**config.mk**
```make
export PLATFORM = sky130hd
export DESIGN_NAME = mi_dir_ctrl
export DESIGN_NICKNAME = d
export VERILOG_FILES = /design/src/rtl/mi_dir_pkg.sv /design/src/rtl/mi_dir_queue.sv /design/src/rtl/mi_dir_pick.sv /design/src/rtl/mi_dir_ctrl.sv
export SDC_FILE = /design/constraint.sdc
export NUM_CORES = 1
export LEC_CHECK = 0
export ABC_AREA = 1
export BUFFER_PORTS_ARGS = -buffer_cell sky130_fd_sc_hd__buf_2
export CORE_ASPECT_RATIO = 2
export CORE_UTILIZATION = 60
export DETAILED_ROUTE_END_ITERATION = 6
export PLACE_DENSITY = 0.78
export SLEW_MARGIN = 20
export SYNTH_ARGS = -nofsm -noshare
export SYNTH_HDL_FRONTEND = slang
export SYNTH_SLANG_ARGS = --single-unit
```
**constraint.sdc**
```tcl
create_clock -name clk -period 9.85 [get_ports clk]
set_clock_uncertainty 0.05 [all_clocks]
set_input_delay 1.4775 -clock clk [delete_from_list [all_inputs] [get_ports clk]]
set_output_delay 1.4775 -clock clk [all_outputs]
set_load 0.01 [all_outputs]
```
**src/rtl/mi_dir_pkg.sv**
```systemverilog
package mi_dir_pkg;

    typedef enum logic [1:0] {
        RQ_EXCL   = 2'd0,
        RQ_WBACK  = 2'd1,
        RQ_DMA_RD = 2'd2,
        RQ_DMA_WR = 2'd3
    } req_kind_e;

    typedef enum logic [2:0] {
        MS_FWD      = 3'd0,
        MS_DATA     = 3'd1,
        MS_ACK      = 3'd2,
        MS_NACK     = 3'd3,
        MS_INV      = 3'd4,
        MS_DMA_DATA = 3'd5,
        MS_DMA_DONE = 3'd6
    } msg_kind_e;

    typedef enum logic [2:0] {
        BS_I       = 3'd0,
        BS_M       = 3'd1,
        BS_IM_MEM  = 3'd2,
        BS_MI_MEM  = 3'd3,
        BS_DMA_INV = 3'd4,
        BS_DMA_MEM = 3'd5
    } blk_state_e;

endpackage

```
**src/rtl/mi_dir_queue.sv**
```systemverilog
module mi_dir_queue #(
    parameter int DEPTH   = 4,
    parameter int ENTRY_W = 8,
    localparam int IDX_W  = (DEPTH > 1) ? $clog2(DEPTH) : 1
) (
    input  logic                            clk,
    input  logic                            rst_n,
    input  logic                            push,
    input  logic [ENTRY_W-1:0]              push_ent,
    input  logic                            pop,
    input  logic [IDX_W-1:0]                pop_idx,
    output logic [DEPTH-1:0][ENTRY_W-1:0]   ent_o,
    output logic [DEPTH-1:0]                vld_o,
    output logic                            full_o
);

    typedef struct packed {
        logic [DEPTH-1:0]              vld;
        logic [DEPTH-1:0][ENTRY_W-1:0] ent;
    } q_t;

    q_t q_d, q_q;

    // Entries stay packed toward index 0, so index 0 is always the oldest.
    assign full_o = &q_q.vld;
    assign ent_o  = q_q.ent;
    assign vld_o  = q_q.vld;

    always_comb begin
        logic placed;
        q_d    = q_q;
        placed = 1'b0;
        if (pop) begin
            for (int i = 0; i < DEPTH - 1; i++) begin
                if (i >= int'(pop_idx)) begin
                    q_d.ent[i] = q_q.ent[i+1];
                    q_d.vld[i] = q_q.vld[i+1];
                end
            end
            q_d.vld[DEPTH-1] = 1'b0;
            q_d.ent[DEPTH-1] = '0;
        end
        if (push && !full_o) begin
            for (int i = 0; i < DEPTH; i++) begin
                if (!placed && !q_d.vld[i]) begin
                    q_d.vld[i] = 1'b1;
                    q_d.ent[i] = push_ent;
                    placed     = 1'b1;
                end
            end
        end
    end

    always_ff @(posedge clk or negedge rst_n) begin
        if (!rst_n) q_q <= '0;
        else        q_q <= q_d;
    end

endmodule

```
**src/rtl/mi_dir_pick.sv**
```systemverilog
module mi_dir_pick #(
    parameter int N      = 4,
    localparam int IDX_W = (N > 1) ? $clog2(N) : 1
) (
    input  logic [N-1:0]     cand,
    output logic             found,
    output logic [IDX_W-1:0] idx
);

    // Lowest index wins: that is the oldest queued request.
    always_comb begin
        found = |cand;
        idx   = '0;
        for (int i = N - 1; i >= 0; i--) begin
            if (cand[i]) idx = IDX_W'(i);
        end
    end

endmodule

```
**src/rtl/mi_dir_ctrl.sv**
```systemverilog
module mi_dir_ctrl
    import mi_dir_pkg::*;
#(
    parameter int NUM_CORES  = 4,
    parameter int NUM_BLOCKS = 8,
    parameter int DATA_W     = 32,
    parameter int QDEPTH     = 4,
    localparam int CORE_W    = (NUM_CORES > 1) ? $clog2(NUM_CORES) : 1,
    localparam int BLK_W     = (NUM_BLOCKS > 1) ? $clog2(NUM_BLOCKS) : 1
) (
    input  logic              clk,
    input  logic              rst_n,
    input  logic              req_valid,
    output logic              req_ready,
    input  logic [1:0]        req_kind,
    input  logic [CORE_W-1:0] req_src,
    input  logic [BLK_W-1:0]  req_blk,
    input  logic [DATA_W-1:0] req_data,
    output logic              mem_req_valid,
    output logic              mem_req_write,
    output logic [BLK_W-1:0]  mem_req_blk,
    output logic [DATA_W-1:0] mem_req_data,
    input  logic              mem_rsp_valid,
    input  logic [DATA_W-1:0] mem_rsp_data,
    output logic              out_valid,
    output logic [2:0]        out_kind,
    output logic [CORE_W-1:0] out_dst,
    output logic [CORE_W-1:0] out_req,
    output logic [BLK_W-1:0]  out_blk,
    output logic [DATA_W-1:0] out_data
);

    localparam int ENTRY_W = 2 + CORE_W + BLK_W + DATA_W;
    localparam int QI_W    = (QDEPTH > 1) ? $clog2(QDEPTH) : 1;

    typedef struct packed {
        req_kind_e         kind;
        logic [CORE_W-1:0] src;
        logic [BLK_W-1:0]  blk;
        logic [DATA_W-1:0] data;
    } entry_t;

    typedef struct packed {
        blk_state_e [NUM_BLOCKS-1:0]        bst;
        logic [NUM_BLOCKS-1:0][CORE_W-1:0]  own;
        logic                               mem_busy;
        logic [BLK_W-1:0]                   mem_blk;
        logic                               dma_active;
        logic                               dma_write;
        logic                               dma_have;
        logic [DATA_W-1:0]                  dma_data;
        logic                               mreq_v;
        logic                               mreq_w;
        logic [BLK_W-1:0]                   mreq_blk;
        logic [DATA_W-1:0]                  mreq_data;
        logic                               ov;
        msg_kind_e                          okind;
        logic [CORE_W-1:0]                  odst;
        logic [CORE_W-1:0]                  oreq;
        logic [BLK_W-1:0]                   oblk;
        logic [DATA_W-1:0]                  odata;
    } ctl_t;

    ctl_t c_d, c_q;

    function automatic req_kind_e ent_kind(input entry_t e);
        return e.kind;
    endfunction

    function automatic logic [CORE_W-1:0] ent_src(input entry_t e);
        return e.src;
    endfunction

    function automatic logic [BLK_W-1:0] ent_blk(input entry_t e);
        return e.blk;
    endfunction

    // ---------------------------------------------------------------
    // Request queue and oldest-eligible selection
    // ---------------------------------------------------------------
    logic [QDEPTH-1:0][ENTRY_W-1:0] q_ent;
    logic [QDEPTH-1:0]              q_vld;
    logic                           q_full;
    logic [QDEPTH-1:0]              elig;
    logic                           pick_found;
    logic [QI_W-1:0]                pick_idx;
    logic                           pop;
    entry_t                         in_ent;

    assign in_ent.kind = req_kind_e'(req_kind);
    assign in_ent.src  = req_src;
    assign in_ent.blk  = req_blk;
    assign in_ent.data = req_data;
    assign req_ready   = !q_full;

    mi_dir_queue #(.DEPTH(QDEPTH), .ENTRY_W(ENTRY_W)) u_queue (
        .clk      (clk),
        .rst_n    (rst_n),
        .push     (req_valid),
        .push_ent (in_ent),
        .pop      (pop),
        .pop_idx  (pick_idx),
        .ent_o    (q_ent),
        .vld_o    (q_vld),
        .full_o   (q_full)
    );

    for (genvar g = 0; g < QDEPTH; g++) begin : g_elig
        req_kind_e         k_g;
        logic [CORE_W-1:0] s_g;
        logic [BLK_W-1:0]  b_g;
        blk_state_e        st_g;
        logic              own_hit_g;
        logic              ok_g;

        assign k_g = ent_kind(entry_t'(q_ent[g]));
        assign s_g = ent_src(entry_t'(q_ent[g]));
        assign b_g = ent_blk(entry_t'(q_ent[g]));

        always_comb begin
            st_g      = c_q.bst[b_g];
            own_hit_g = (c_q.own[b_g] == s_g);
            case (k_g)
                RQ_EXCL:  ok_g = (st_g == BS_M) || (st_g == BS_I && !c_q.mem_busy);
                RQ_WBACK: ok_g = (st_g == BS_I)
                              || (st_g == BS_M && (!own_hit_g || !c_q.mem_busy))
                              || (st_g == BS_DMA_INV && own_hit_g && !c_q.mem_busy);
                default:  ok_g = !c_q.dma_active
                              && ((st_g == BS_M) || (st_g == BS_I && !c_q.mem_busy));
            endcase
            elig[g] = q_vld[g] && ok_g;
        end
    end

    mi_dir_pick #(.N(QDEPTH)) u_pick (
        .cand  (elig),
        .found (pick_found),
        .idx   (pick_idx)
    );

    // ---------------------------------------------------------------
    // Next-state logic
    // ---------------------------------------------------------------
    always_comb begin
        entry_t            sel;
        logic [BLK_W-1:0]  b;
        blk_state_e        cur;
        logic [CORE_W-1:0] own;

        c_d           = c_q;
        c_d.ov        = 1'b0;
        c_d.okind     = MS_FWD;
        c_d.odst      = '0;
        c_d.oreq      = '0;
        c_d.oblk      = '0;
        c_d.odata     = '0;
        c_d.mreq_v    = 1'b0;
        c_d.mreq_w    = 1'b0;
        c_d.mreq_blk  = '0;
        c_d.mreq_data = '0;
        pop           = 1'b0;
        sel           = entry_t'(q_ent[pick_idx]);
        b             = '0;
        cur           = BS_I;
        own           = '0;

        if (mem_rsp_valid && c_q.mem_busy) begin
            // Memory completion has the message slot this cycle.
            b            = c_q.mem_blk;
            c_d.mem_busy = 1'b0;
            c_d.ov       = 1'b1;
            c_d.oblk     = b;
            case (c_q.bst[b])
                BS_IM_MEM: begin
                    c_d.okind  = MS_DATA;
                    c_d.odst   = c_q.own[b];
                    c_d.odata  = mem_rsp_data;
                    c_d.bst[b] = BS_M;
                end
                BS_MI_MEM: begin
                    c_d.okind  = MS_ACK;
                    c_d.odst   = c_q.own[b];
                    c_d.bst[b] = BS_I;
                end
                BS_DMA_MEM: begin
                    c_d.okind      = c_q.dma_write ? MS_DMA_DONE : MS_DMA_DATA;
                    c_d.odata      = c_q.dma_write ? '0
                                   : (c_q.dma_have ? c_q.dma_data : mem_rsp_data);
                    c_d.bst[b]     = BS_I;
                    c_d.dma_active = 1'b0;
                    c_d.dma_have   = 1'b0;
                end
                default: c_d.ov = 1'b0;
            endcase
        end else if (pick_found) begin
            pop      = 1'b1;
            b        = sel.blk;
            cur      = c_q.bst[b];
            own      = c_q.own[b];
            c_d.oblk = b;
            case (sel.kind)
                RQ_EXCL: begin
                    if (cur == BS_M) begin
                        c_d.ov     = 1'b1;
                        c_d.okind  = MS_FWD;
                        c_d.odst   = own;
                        c_d.oreq   = sel.src;
                    end else begin
                        c_d.mreq_v   = 1'b1;
                        c_d.mreq_blk = b;
                        c_d.mem_busy = 1'b1;
                        c_d.mem_blk  = b;
                        c_d.bst[b]   = BS_IM_MEM;
                    end
                    c_d.own[b] = sel.src;
                end
                RQ_WBACK: begin
                    if (cur == BS_M && own == sel.src) begin
                        c_d.mreq_v    = 1'b1;
                        c_d.mreq_w    = 1'b1;
                        c_d.mreq_blk  = b;
                        c_d.mreq_data = sel.data;
                        c_d.mem_busy  = 1'b1;
                        c_d.mem_blk   = b;
                        c_d.bst[b]    = BS_MI_MEM;
                    end else if (cur == BS_DMA_INV) begin
                        c_d.ov        = 1'b1;
                        c_d.okind     = MS_ACK;
                        c_d.odst      = sel.src;
                        c_d.mreq_v    = 1'b1;
                        c_d.mreq_w    = 1'b1;
                        c_d.mreq_blk  = b;
                        c_d.mreq_data = c_q.dma_write ? c_q.dma_data : sel.data;
                        c_d.mem_busy  = 1'b1;
                        c_d.mem_blk   = b;
                        c_d.bst[b]    = BS_DMA_MEM;
                        if (!c_q.dma_write) begin
                            c_d.dma_data = sel.data;
                            c_d.dma_have = 1'b1;
                        end
                    end else begin
                        c_d.ov    = 1'b1;
                        c_d.okind = MS_NACK;
                        c_d.odst  = sel.src;
                    end
                end
                default: begin
                    c_d.dma_active = 1'b1;
                    c_d.dma_write  = (sel.kind == RQ_DMA_WR);
                    c_d.dma_data   = sel.data;
                    c_d.dma_have   = 1'b0;
                    if (cur == BS_M) begin
                        c_d.ov     = 1'b1;
                        c_d.okind  = MS_INV;
                        c_d.odst   = own;
                        c_d.bst[b] = BS_DMA_INV;
                    end else begin
                        c_d.mreq_v    = 1'b1;
                        c_d.mreq_w    = (sel.kind == RQ_DMA_WR);
                        c_d.mreq_blk  = b;
                        c_d.mreq_data = sel.data;
                        c_d.mem_busy  = 1'b1;
                        c_d.mem_blk   = b;
                        c_d.bst[b]    = BS_DMA_MEM;
                    end
                end
            endcase
        end
    end

    always_ff @(posedge clk or negedge rst_n) begin
        if (!rst_n) c_q <= '0;
        else        c_q <= c_d;
    end

    assign mem_req_valid = c_q.mreq_v;
    assign mem_req_write = c_q.mreq_w;
    assign mem_req_blk   = c_q.mreq_blk;
    assign mem_req_data  = c_q.mreq_data;
    assign out_valid     = c_q.ov;
    assign out_kind      = c_q.okind;
    assign out_dst       = c_q.odst;
    assign out_req       = c_q.oreq;
    assign out_blk       = c_q.oblk;
    assign out_data      = c_q.odata;

endmodule

```
==> reports/metrics.yaml <==
synth_edf_count: 0
io_buffers: 155
worstSetupEndpointType: "register"
hp-class: "register to register"
post-route-min-period_ns: 7.41
cts_buffers: 29
ys_types: 47
outcome: "completed"
coreArea_um2: 32200
synth_top_area_cell: "dfrtp_1"
h-tree-depth: 1
io_pins: 156
cts.clk_slew.worst_paths_ns: 0.07
rows: 93
crit_top_cell: "nand2_1"
fin_nets: 2834
grt_pass1_vias: 18900
grt_pass1_wl_um: 113000
cts_root_buf: "clkbuf_16"
worstSetupPathType: "register to register"
drtPass1Iterations: 7
post_cts_buffers: 0
dp_hpwl_um: 49400
ys_ff_latch: 319
min_to: "c_q[143]"
rr_startpoint: "u_queue.ent_o[110]"
vias: 19700
tritoncts: "built"
die_h_um: 258
grt_max_degree: 182
hp-start: "c_q[143]"
fin_crit_sh: 0.752
drc: 0
drtIter0Drc: 2089
routed_wl_um: 75400
gp_congestion: 1.07
ff_latch_area_um2: 7990
synth_flop_cell: "dfrtp_1"
rsz0062_at_grt: "no"
worstHoldPathCells: 2
crit_slowest_cell: "dfrtp_1"
async_flop_share: 1.00
startpoint_type: "register"
cts_hold_buf: 0
critPathMaxFanout: 64
synth_area_per_cell_um2: 6.99
fmax_ghz: 0.135
start_util: 0.609
cts_resized: 0
maxCapViolations: 0
yosysWarningCount: 0
synth_cells: 2806
synth_nets: 2881
synth_common_cells: "nand2_1 (837), inv_1 (323), dfrtp_1 (319), o21ai_0 (293), nand3_1 (163)"
setup_tns_ns: 0
antenna_found_initial: 3
grt_usage: 0.464
synth_area_um2: 19600
setup_violations: 0
yosysSeqAreaShare: 0.407
worstPathArrival_ns: 7.82
syn_to_final_growth_pct: 5.57
via_per_inst: 6.15
die-area_um2: 33500
r2r-end: "c_q[155]"
yosysMostFrequentCell: "nand2_1"
n_fill_cell: 2981
maxSlewViolCount: 0
yosys-top-cells-area: "dfrtp_1 (41%), nand2_1 (16%), o21ai_0 (7.5%)"
slew_headroom: 0.132
ant_nets: 0
grt_overflow: 0
pre_cts_ws_ns: 2.92
multi_input_comb_area_um2: 9010
drive_gt1_frac: 0.102
rrSetupSlack_ns: 2.44
required_ns: 10.26
layout_setup_ws_ns: 2.44
finalHoldViolCount: 0
die_w_um: 130
rr_worst_depth: 28
cts_sinks: 319
cpPeakStageDelay_ns: 1.01
avgRoutedWirePerCell_um: 23.5
worstMarginPinSlew_ns: 1.30
clk_path_buf_depth: 3
netlist.area_leader.share: 0.407
insertion_delay_ns: 0.58
[sequential cells by signal, indices dropped and copies added, names as in the netlist, named ones only]
name	cells
u_queue.vld_o	4
out_blk	3
out_req	2
mem_req_data	32
u_queue.ent_o	156
out_dst	2
mem_req_write	1
out_valid	1
mem_req_valid	1
mem_req_blk	3
out_data	32
c_q	55
out_kind	3
[placed cells by master, fill, tap and decap left out, types with 4 or more instances in the layout]
| cell | count |
|---|---|
| nand2_1 | 831 |
| inv_2 | 13 |
| nor2_2 | 9 |
| a31oi_1 | 56 |
| clkbuf_16 | 29 |
| o22ai_1 | 42 |
| dfrtp_1 | 317 |
| clkbuf_8 | 6 |
| nand3_1 | 163 |
| a21oi_1 | 97 |
| nand3_2 | 4 |
| inv_1 | 323 |
| nor2_1 | 146 |
| o21ai_0 | 293 |
| a32oi_1 | 32 |
| o21ai_1 | 67 |
| nor3_1 | 11 |
| a221oi_1 | 4 |
| buf_4 | 16 |
| nand4_1 | 14 |
| clkinv_2 | 8 |
| o211ai_1 | 82 |
| buf_2 | 154 |
| nand2_4 | 4 |
| nand2_2 | 12 |
[worst max-delay path, delay by kind of cell, from the launching register on]
family                 cells  cell delay, ns
DFF                        1            1.01
buffers and inverters      4            1.99
and+or+nand+nor           23            3.57
AOI/OAI and AO/OA          1            0.60
[cell type report]
type                       count  share of cell area
clock buffer                  36              0.0392
inverter                     338              0.0614
multi-input combinational   1899               0.435
timing repair buffer         172              0.0447
tap                          427              0.0258
clock inverter                16             0.00828
antenna                        1            0.000121
sequential                   319               0.386
[stage by stage]
step                hold WS, ns  instances  utilization  cell area, um2
finish                    0.453       3208        0.643           20700
CTS                       0.457       3207        0.642           20700
floorplan                 0.414       2806            -           19600
global placement          0.442       3155        0.612           19700
detailed placement        0.439       3155        0.612           19700
global route              0.480       3207        0.642           20700
[logic make-up (layout without fill, tap and decap cells)]
family,after synthesis,after routing,synth area share
AOI/OAI and AO/OA,691,691,0.204
xor gates and xnor gates,4,4,0.00179
buffers and inverters,588,562,0.137
DFF,319,319,0.407
muxes,1,1,0.000574
other,0,1,0
and+or+nand+nor,1203,1203,0.250
[layer usage]
| metal | track usage | up-vias | part of all wire |
|---|---|---|---|
| met1 | 0.458 | 9356 | 0.31 |
| li1 | - | 8995 | - |
| met2 | 0.719 | 988 | 0.46 |
| met5 | 0 | - | 0.00036 |
| met4 | 0.477 | 4 | 0.13 |
| met3 | 0.171 | 378 | 0.10 |
[worst max path at each step]
stage | from | end | slack, ns | cells after the start
2_1_floorplan | mem_rsp_valid | u_queue.ent_o[18] | 6.32 | 12
3_3_place_gp | u_queue.ent_o[110] | register | 2.92 | 28
3_5_place_dp | u_queue.ent_o[110] | register | 2.92 | 28
4_1_cts | u_queue.ent_o[110] | c_q[155] | 2.93 | 28
5_1_grt | u_queue.ent_o[32] | c_q[158] | 1.89 | 31
6_report | u_queue.ent_o[110] | c_q[155] | 2.44 | 28
Power is left out: the tool's default activity adds up to more than one toggle a clock period on the data nets, which glitch-free logic cannot reach.
